===== src/rtl/msi_capture_pkg.sv =====
// Shared types and register offsets for the interrupt message capture queue.
package msi_capture_pkg;
    typedef struct packed {
        logic [31:0] data;
        logic [63:0] addr;
    } msi_entry_t;

    localparam logic [7:0] OFS_BASE_LO = 8'h04;
    localparam logic [7:0] OFS_BASE_HI = 8'h08;
    localparam logic [7:0] OFS_SIZE    = 8'h0C;
    localparam logic [7:0] OFS_ENABLE  = 8'h14;
    localparam logic [7:0] OFS_STATUS  = 8'h18;
    localparam logic [7:0] OFS_DATA    = 8'h20;
    localparam logic [7:0] OFS_ADDR_LO = 8'h24;
    localparam logic [7:0] OFS_ADDR_HI = 8'h28;

    localparam int NUM_FIELDS = 3;
endpackage


===== src/rtl/msi_region_decode.sv =====
// Region decoder: flags an incoming write whose address lies in
// [base, base + size). Assumes size is a byte count no wider than 32 bits;
// the end bound is formed one bit wider so it cannot wrap.
module msi_region_decode #(
    parameter int AW = 64,
    parameter int SW = 32
) (
    input  logic          valid_i,
    input  logic          enable_i,
    input  logic [AW-1:0] addr_i,
    input  logic [AW-1:0] base_i,
    input  logic [SW-1:0] size_i,
    output logic          hit_o
);
    logic [AW:0] limit;

    // Exclusive upper bound, one bit wider than the address.
    always_comb limit = {1'b0, base_i} + {{(AW+1-SW){1'b0}}, size_i};

    // Capture decision: enabled, valid, and inside the half-open range.
    always_comb hit_o = valid_i && enable_i && (addr_i >= base_i) && ({1'b0, addr_i} < limit);
endmodule


===== src/rtl/msi_entry_fifo.sv =====
// Circular entry queue with a count. Assumes the caller never pushes
// while full and never pops while empty; the head is shown combinationally.
module msi_entry_fifo
    import msi_capture_pkg::*;
#(
    parameter int DEPTH = 16
) (
    input  logic       clk,
    input  logic       rst_n,
    input  logic       push_i,
    input  msi_entry_t push_entry_i,
    input  logic       pop_i,
    output msi_entry_t head_o,
    output logic       full_o,
    output logic       empty_o,
    output logic [$clog2(DEPTH+1)-1:0] count_o
);
    localparam int PW = (DEPTH > 1) ? $clog2(DEPTH) : 1;
    localparam int CW = $clog2(DEPTH+1);
    localparam logic [CW-1:0] DEPTH_C = CW'(DEPTH);

    msi_entry_t   mem [DEPTH];
    logic [PW-1:0] wr_ptr, rd_ptr;
    logic [CW-1:0] count;

    // Pointer advance with wrap at the depth.
    function automatic logic [PW-1:0] next_ptr(input logic [PW-1:0] p);
        return (p == PW'(DEPTH - 1)) ? '0 : p + 1'b1;
    endfunction

    // Entry storage: written at the write pointer on push.
    always_ff @(posedge clk) begin
        if (push_i) mem[wr_ptr] <= push_entry_i;
    end

    // Pointers and occupancy count.
    always_ff @(posedge clk) begin
        if (!rst_n) begin
            wr_ptr <= '0;
            rd_ptr <= '0;
            count  <= '0;
        end else begin
            if (push_i) wr_ptr <= next_ptr(wr_ptr);
            if (pop_i)  rd_ptr <= next_ptr(rd_ptr);
            case ({push_i, pop_i})
                2'b10:   count <= count + 1'b1;
                2'b01:   count <= count - 1'b1;
                default: count <= count;
            endcase
        end
    end

    // Head and occupancy flags.
    always_comb begin
        empty_o = (count == '0);
        full_o  = (count == DEPTH_C);
        count_o = count;
        head_o  = empty_o ? '0 : mem[rd_ptr];
    end

    a_r7_count_bound: assert property (@(posedge clk) disable iff (!rst_n) count <= DEPTH_C);
    a_r8_no_push_full: assert property (@(posedge clk) disable iff (!rst_n) !(push_i && full_o));
    a_r6_no_pop_empty: assert property (@(posedge clk) disable iff (!rst_n) !(pop_i && empty_o));
endmodule


===== src/rtl/msi_pop_tracker.sv =====
// Pop sequencer: remembers which head fields have been read and requests
// a pop once every field has been read at least once. Assumes read_hit_i
// is already qualified by a non-empty queue.
module msi_pop_tracker
    import msi_capture_pkg::*;
(
    input  logic                  clk,
    input  logic                  rst_n,
    input  logic [NUM_FIELDS-1:0] read_hit_i,
    output logic                  pop_o
);
    logic [NUM_FIELDS-1:0] seen_q;
    logic [NUM_FIELDS-1:0] seen_next;

    // Per-field merge of past reads and this cycle's read.
    for (genvar f = 0; f < NUM_FIELDS; f++) begin : g_field
        always_comb seen_next[f] = seen_q[f] | read_hit_i[f];
    end

    // A pop fires when the merged set covers every field.
    always_comb pop_o = &seen_next;

    // Flag register: cleared on reset and after each pop.
    always_ff @(posedge clk) begin
        if (!rst_n)     seen_q <= '0;
        else if (pop_o) seen_q <= '0;
        else            seen_q <= seen_next;
    end

    a_r6_flags_clear: assert property (@(posedge clk) disable iff (!rst_n) pop_o |=> (seen_q == '0));
endmodule


===== src/rtl/msi_capture_queue.sv =====
// Interrupt message capture queue top: register window, region decode,
// entry queue and read-triggered pop. Reads are combinational; their side
// effects take place at the clock edge where reg_rd_i is high.
module msi_capture_queue
    import msi_capture_pkg::*;
#(
    parameter int DEPTH   = 16,
    parameter int REG_AW  = 8
) (
    input  logic              clk,
    input  logic              rst_n,
    input  logic              msg_valid_i,
    input  logic [63:0]       msg_addr_i,
    input  logic [31:0]       msg_data_i,
    input  logic              reg_wr_i,
    input  logic              reg_rd_i,
    input  logic [REG_AW-1:0] reg_addr_i,
    input  logic [31:0]       reg_wdata_i,
    output logic [31:0]       reg_rdata_o,
    output logic              irq_o
);
    localparam int CW = $clog2(DEPTH+1);

    logic [31:0] base_lo_q, base_hi_q, size_q;
    logic        en_q, ovf_q;
    logic        hit, push, pop, full, empty;
    logic [CW-1:0] count;
    msi_entry_t  head, incoming;
    logic [NUM_FIELDS-1:0] field_rd;
    logic        ovf_clear;

    msi_region_decode #(.AW(64), .SW(32)) u_decode (
        .valid_i  (msg_valid_i),
        .enable_i (en_q),
        .addr_i   (msg_addr_i),
        .base_i   ({base_hi_q, base_lo_q}),
        .size_i   (size_q),
        .hit_o    (hit)
    );

    // Packing of the incoming write and push qualification.
    always_comb begin
        incoming.data = msg_data_i;
        incoming.addr = msg_addr_i;
        push          = hit && !full;
    end

    msi_entry_fifo #(.DEPTH(DEPTH)) u_fifo (
        .clk          (clk),
        .rst_n        (rst_n),
        .push_i       (push),
        .push_entry_i (incoming),
        .pop_i        (pop),
        .head_o       (head),
        .full_o       (full),
        .empty_o      (empty),
        .count_o      (count)
    );

    // Field read strobes, counted only while an entry is present.
    always_comb begin
        field_rd[0] = reg_rd_i && !empty && (reg_addr_i == REG_AW'(OFS_DATA));
        field_rd[1] = reg_rd_i && !empty && (reg_addr_i == REG_AW'(OFS_ADDR_LO));
        field_rd[2] = reg_rd_i && !empty && (reg_addr_i == REG_AW'(OFS_ADDR_HI));
    end

    msi_pop_tracker u_tracker (
        .clk        (clk),
        .rst_n      (rst_n),
        .read_hit_i (field_rd),
        .pop_o      (pop)
    );

    // Write-one-to-clear request for the overflow bit.
    always_comb ovf_clear = reg_wr_i && (reg_addr_i == REG_AW'(OFS_STATUS)) && reg_wdata_i[1];

    // Configuration registers.
    always_ff @(posedge clk) begin
        if (!rst_n) begin
            base_lo_q <= '0;
            base_hi_q <= '0;
            size_q    <= '0;
            en_q      <= 1'b0;
        end else if (reg_wr_i) begin
            case (reg_addr_i)
                REG_AW'(OFS_BASE_LO): base_lo_q <= reg_wdata_i;
                REG_AW'(OFS_BASE_HI): base_hi_q <= reg_wdata_i;
                REG_AW'(OFS_SIZE):    size_q    <= reg_wdata_i;
                REG_AW'(OFS_ENABLE):  en_q      <= reg_wdata_i[0];
                default: ;
            endcase
        end
    end

    // Sticky overflow flag: a dropped write wins over a same-cycle clear.
    always_ff @(posedge clk) begin
        if (!rst_n)              ovf_q <= 1'b0;
        else if (hit && full)    ovf_q <= 1'b1;
        else if (ovf_clear)      ovf_q <= 1'b0;
    end

    // Register read multiplexer.
    always_comb begin
        case (reg_addr_i)
            REG_AW'(OFS_BASE_LO): reg_rdata_o = base_lo_q;
            REG_AW'(OFS_BASE_HI): reg_rdata_o = base_hi_q;
            REG_AW'(OFS_SIZE):    reg_rdata_o = size_q;
            REG_AW'(OFS_ENABLE):  reg_rdata_o = {31'b0, en_q};
            REG_AW'(OFS_STATUS):  reg_rdata_o = {30'b0, ovf_q, !empty};
            REG_AW'(OFS_DATA):    reg_rdata_o = head.data;
            REG_AW'(OFS_ADDR_LO): reg_rdata_o = head.addr[31:0];
            REG_AW'(OFS_ADDR_HI): reg_rdata_o = head.addr[63:32];
            default:              reg_rdata_o = '0;
        endcase
    end

    // Interrupt line.
    always_comb irq_o = !empty && en_q;

    a_r9_irq_needs_enable: assert property (@(posedge clk) disable iff (!rst_n) irq_o |-> en_q);
    a_r8_ovf_sticky: assert property (@(posedge clk) disable iff (!rst_n)
        (ovf_q && !ovf_clear) |=> ovf_q);
    a_r3_capture_grows: assert property (@(posedge clk) disable iff (!rst_n)
        (hit && !full && !pop) |=> (count == $past(count) + 1'b1));
    a_r4_no_capture_disabled: assert property (@(posedge clk) disable iff (!rst_n)
        !en_q |=> (count <= $past(count)));
endmodule


===== config.mk =====
export PLATFORM = sky130hd
export DESIGN_NAME = msi_capture_queue
export DESIGN_NICKNAME = d
export VERILOG_FILES = /design/src/rtl/msi_capture_pkg.sv /design/src/rtl/msi_region_decode.sv /design/src/rtl/msi_entry_fifo.sv /design/src/rtl/msi_pop_tracker.sv /design/src/rtl/msi_capture_queue.sv
export SDC_FILE = /design/constraint.sdc
export NUM_CORES = 2
export LEC_CHECK = 0
export ABC_AREA = 1
export BUFFER_PORTS_ARGS = -buffer_cell sky130_fd_sc_hd__clkbuf_2
export CAP_MARGIN = 20
export CORE_MARGIN = 10
export CORE_UTILIZATION = 56
export CTS_CLUSTER_SIZE = 24
export DETAILED_ROUTE_END_ITERATION = 16
export HOLD_SLACK_MARGIN = 0.03
export PLACE_DENSITY = 0.8
export SLEW_MARGIN = 20
export SYNTH_ARGS = -nofsm -noshare
export SYNTH_HDL_FRONTEND = slang
export SYNTH_SLANG_ARGS = --single-unit

===== constraint.sdc =====
create_clock -name clk -period 11.5 [get_ports clk]
set_input_delay 0.575 -clock clk [delete_from_list [all_inputs] [get_ports clk]]
set_output_delay 0.575 -clock clk [all_outputs]
set_load 0.005 [all_outputs]

==> impl_results.rst <==
.. list-table::
   :header-rows: 1

   * - Metric
     - Value
   * - Result of the run
     - completed
   * - Number of nets in the final layout
     - 6,184
   * - Via count normalized by instance count
     - 6.60
   * - Final cell count without fillers
     - 7,660
   * - Number of DRC violations after detailed routing
     - 0
   * - Half-perimeter wire length after placement
     - 125,000 µm
   * - GRT Total Usage
     - 28.9%
   * - Wire length per cell after detailed routing
     - 27.4 µm
   * - Share of flip-flops with an asynchronous set or reset after synthesis
     - 0%
   * - Largest buffer count on any clock path
     - 3
   * - Routability congestion estimate
     - 0.991
   * - Die span in x
     - 375 µm
   * - Peak supply drop
     - 0.133 mV
   * - Number of antenna violations at the first check in global routing
     - 21
   * - DRT Wirelength
     - 210,000 µm
   * - Number of nets produced by synthesis
     - 6,128
   * - H-tree depth reported by CTS
     - 4
   * - PwrDens
     - 152 nW/µm²
   * - Max-Slew Margin vs Limit
     - 19.9%
   * - Post-synthesis register bit count
     - 1,654
   * - Placeable core area
     - 125,000 µm²
   * - GR Overflow Total
     - 0
   * - Crit share post-route
     - 59.9%
   * - Mean post-synth cell area
     - 12.1 µm²
   * - Type of the most critical hold path
     - primary input to register
   * - Number of max-slew violations in the final report
     - 0
   * - Category of the worst setup path launch point
     - register
   * - Final Hold Violating Endpoints
     - 0
   * - Largest fanout on the critical path
     - 48
   * - Clock latency reported for the late side of the worst-skew pair
     - 0.80 ns
   * - Number of setup violations in the final report
     - 0
   * - Starting DRT DRC Count
     - 7,821
   * - Layout filler cell count
     - 9,057
   * - Most common cell after layout, fill and taps aside
     - edfxtp_1
   * - Final core utilization
     - 62.1%
   * - Die height
     - 375 µm
   * - Layout cell share with drive strength beyond 1
     - 9.24%
   * - CP startpoint
     - base_lo_q[0]
   * - Total die area
     - 140,000 µm²
   * - Number of warnings printed during yosys synthesis
     - 0
   * - Number of placed I/O pins
     - 174
   * - Power consumption
     - 11.8 mW
   * - Global-route wire length before repair
     - 308,000 µm
   * - Site Rows
     - 130
   * - Clock Sink Count
     - 1,654
   * - Arrival time at the worst endpoint
     - 7.29 ns
   * - Number of port buffers
     - 173
   * - Number of synthesized flops with an enable pin
     - 1,536
   * - Final worst path period need
     - 6.89 ns
   * - Hold_sp
     - reg_wdata_i[2]
   * - Drt first pass iters
     - 7
   * - Max Fclk
     - 145 MHz
   * - CTS Buf Count
     - 157
   * - WS Path Type
     - register to register
   * - Skew final
     - 0.0333 ns
   * - Slowest cell on the critical path
     - buf_4
   * - Worst Max-Slew Pin Slew
     - 1.20 ns
   * - Number of maximum-capacitance violations
     - 0
   * - Vias
     - 50,535
   * - Count of instances resized after the clock tree is built
     - 0
   * - Number of global-route vias before repair
     - 48,658
   * - CTS clock-pin slew for the worst setup and hold paths
     - 0.06 ns
   * - Sequential area share after synthesis
     - 68.8%
   * - CTS tree
     - built
   * - Total negative setup slack
     - 0 ns
   * - Unrepaired setup endpoints after global routing
     - false
   * - Most used flip-flop cell after synthesis
     - edfxtp_1
   * - Startpoint of the lowest-slack register-to-register path
     - base_lo_q[0]
   * - Critical Path Most Common Cell
     - nand2_1
   * - Effective utilization at floorplan
     - 56.3%
   * - Minimum setup slack after placement
     - 4.63 ns
   * - Worst path setup slack after routing
     - 4.61 ns
   * - Maximum number of pins on one net before global-route repair
     - 210
   * - Type of element capturing the critical path
     - register
   * - Highest cell delay on the worst timing path
     - 0.77 ns
   * - Cell count after placement
     - 7,361
   * - Leakage power total
     - 26.1 nW
   * - Area overhead of the layout relative to synthesis
     - 10.4%
   * - Post-synthesis instance total
     - 5,818
   * - Required time at the endpoint of the critical path
     - 11.90 ns
   * - Post-DRT Antenna Nets
     - 0
   * - Number of distinct library cells after synthesis
     - 60
   * - Leading cell types in the layout, fill and taps excluded
     - 1,536 x edfxtp_1, 958 x nor2_1, 892 x o21ai_0
   * - Buffer type at the clock tree root
     - clkbuf_16
   * - Cell Area, Synth
     - 70,500 µm²
routing by layer:
metal | share of wire, % | global-route usage [%] | up-vias
met2 | 46 | 44.9 | 3630
met1 | 37 | 37.7 | 24546
met5 | 0.043 | 0 | -
met3 | 12 | 7.37 | 542
li1 | - | - | 21801
met4 | 5.0 | 14.6 | 16
flip-flops by register name (all words and copies together), names as in the netlist, named ones only:
signal and cells:
u_fifo.mem 1536, base_hi_q 32, base_lo_q 32, size_q 32, u_fifo.count_o 5, u_fifo.rd_ptr 4, u_fifo.wr_ptr 4, u_tracker.seen_q 3
en_q 1, ovf_q 1
layout make-up:
| class | count | area [µm²] | share of cell area (%) |
|---|---|---|---|
| antenna | 12 | 30.0 | 0.0386 |
| clock buffer | 201 | 4210 | 5.41 |
| clock inverter | 82 | 718 | 0.923 |
| inverter | 226 | 873 | 1.12 |
| multi-input combinational | 3570 | 19800 | 25.4 |
| sequential | 1654 | 48500 | 62.4 |
| tap | 1650 | 2060 | 2.65 |
| timing repair buffer | 265 | 1630 | 2.09 |
path summary, 6_finish.rpt:
path,to,slack [ns],cells past startpoint
worst max register to register,u_fifo.mem[3][66],4.61,34
worst max-delay path,u_fifo.mem[3][66],4.61,34
worst min-delay path,size_q[2],0.08,3
worst min register to register,ovf_q,0.50,2
timing repair:
item	in CTS	in global routing
hold buffers	3	0
endpoints found under the hold margin	3	0
endpoints found under the setup margin	0	0
buffers inserted	0	0
per-stage QoR:
step           cell area (µm²)  hold slack [ns]
3_5_place_dp             72800            0.492
6_report                 77800           0.0764
3_3_place_gp             72800            0.471
2_1_floorplan            70500            0.454
5_1_grt                  77800           0.0716
4_1_cts                  77700           0.0311
kinds of logic (layout without fill, tap and decap cells):
group	count (synthesis)	count (layout)	share of synthesized area, %
compound gates	1715	1715	14.5
buf+inv	594	774	3.33
flops	1654	1654	68.8
fa+ha+maj	169	169	3.01
other cells	0	12	0
xor+xnor	66	66	0.820
mux	6	6	0.0852
simple gates	1614	1614	9.47
critical path, delay by kind of cell, from the launching register on:
family	cells	cell delay [ns]
AOI/OAI and AO/OA	7	1.18
adders and majority gates	3	0.87
buffers and inverters	6	1.82
DFF	1	0.36
and+or+nand+nor	18	2.21
power breakdown:
| group | internal, mW | leakage (nW) | total (mW) | switching (mW) |
|---|---|---|---|---|
| logic | 0.0509 | 8.94 | 0.226 | 0.175 |
| registers | 6.56 | 14.8 | 6.57 | 0.000755 |
| clock network | 2.84 | 2.40 | 5.03 | 2.19 |
cell usage after synthesis, types with 108 or more instances:
library cell | number | area [µm²]
clkbuf_1 | 274 | 1030
nand2_1 | 354 | 1330
nor2_1 | 964 | 3620
o22ai_1 | 126 | 788
nand3_1 | 176 | 881
edfxtp_1 | 1536 | 46100
ha_1 | 168 | 2100
inv_1 | 216 | 811
o221ai_1 | 276 | 2420
a21oi_1 | 250 | 1250
o211ai_1 | 108 | 811
dfxtp_1 | 118 | 2360
o21ai_0 | 892 | 4460
No activity file was read; power rests on OpenSTA's default activity.
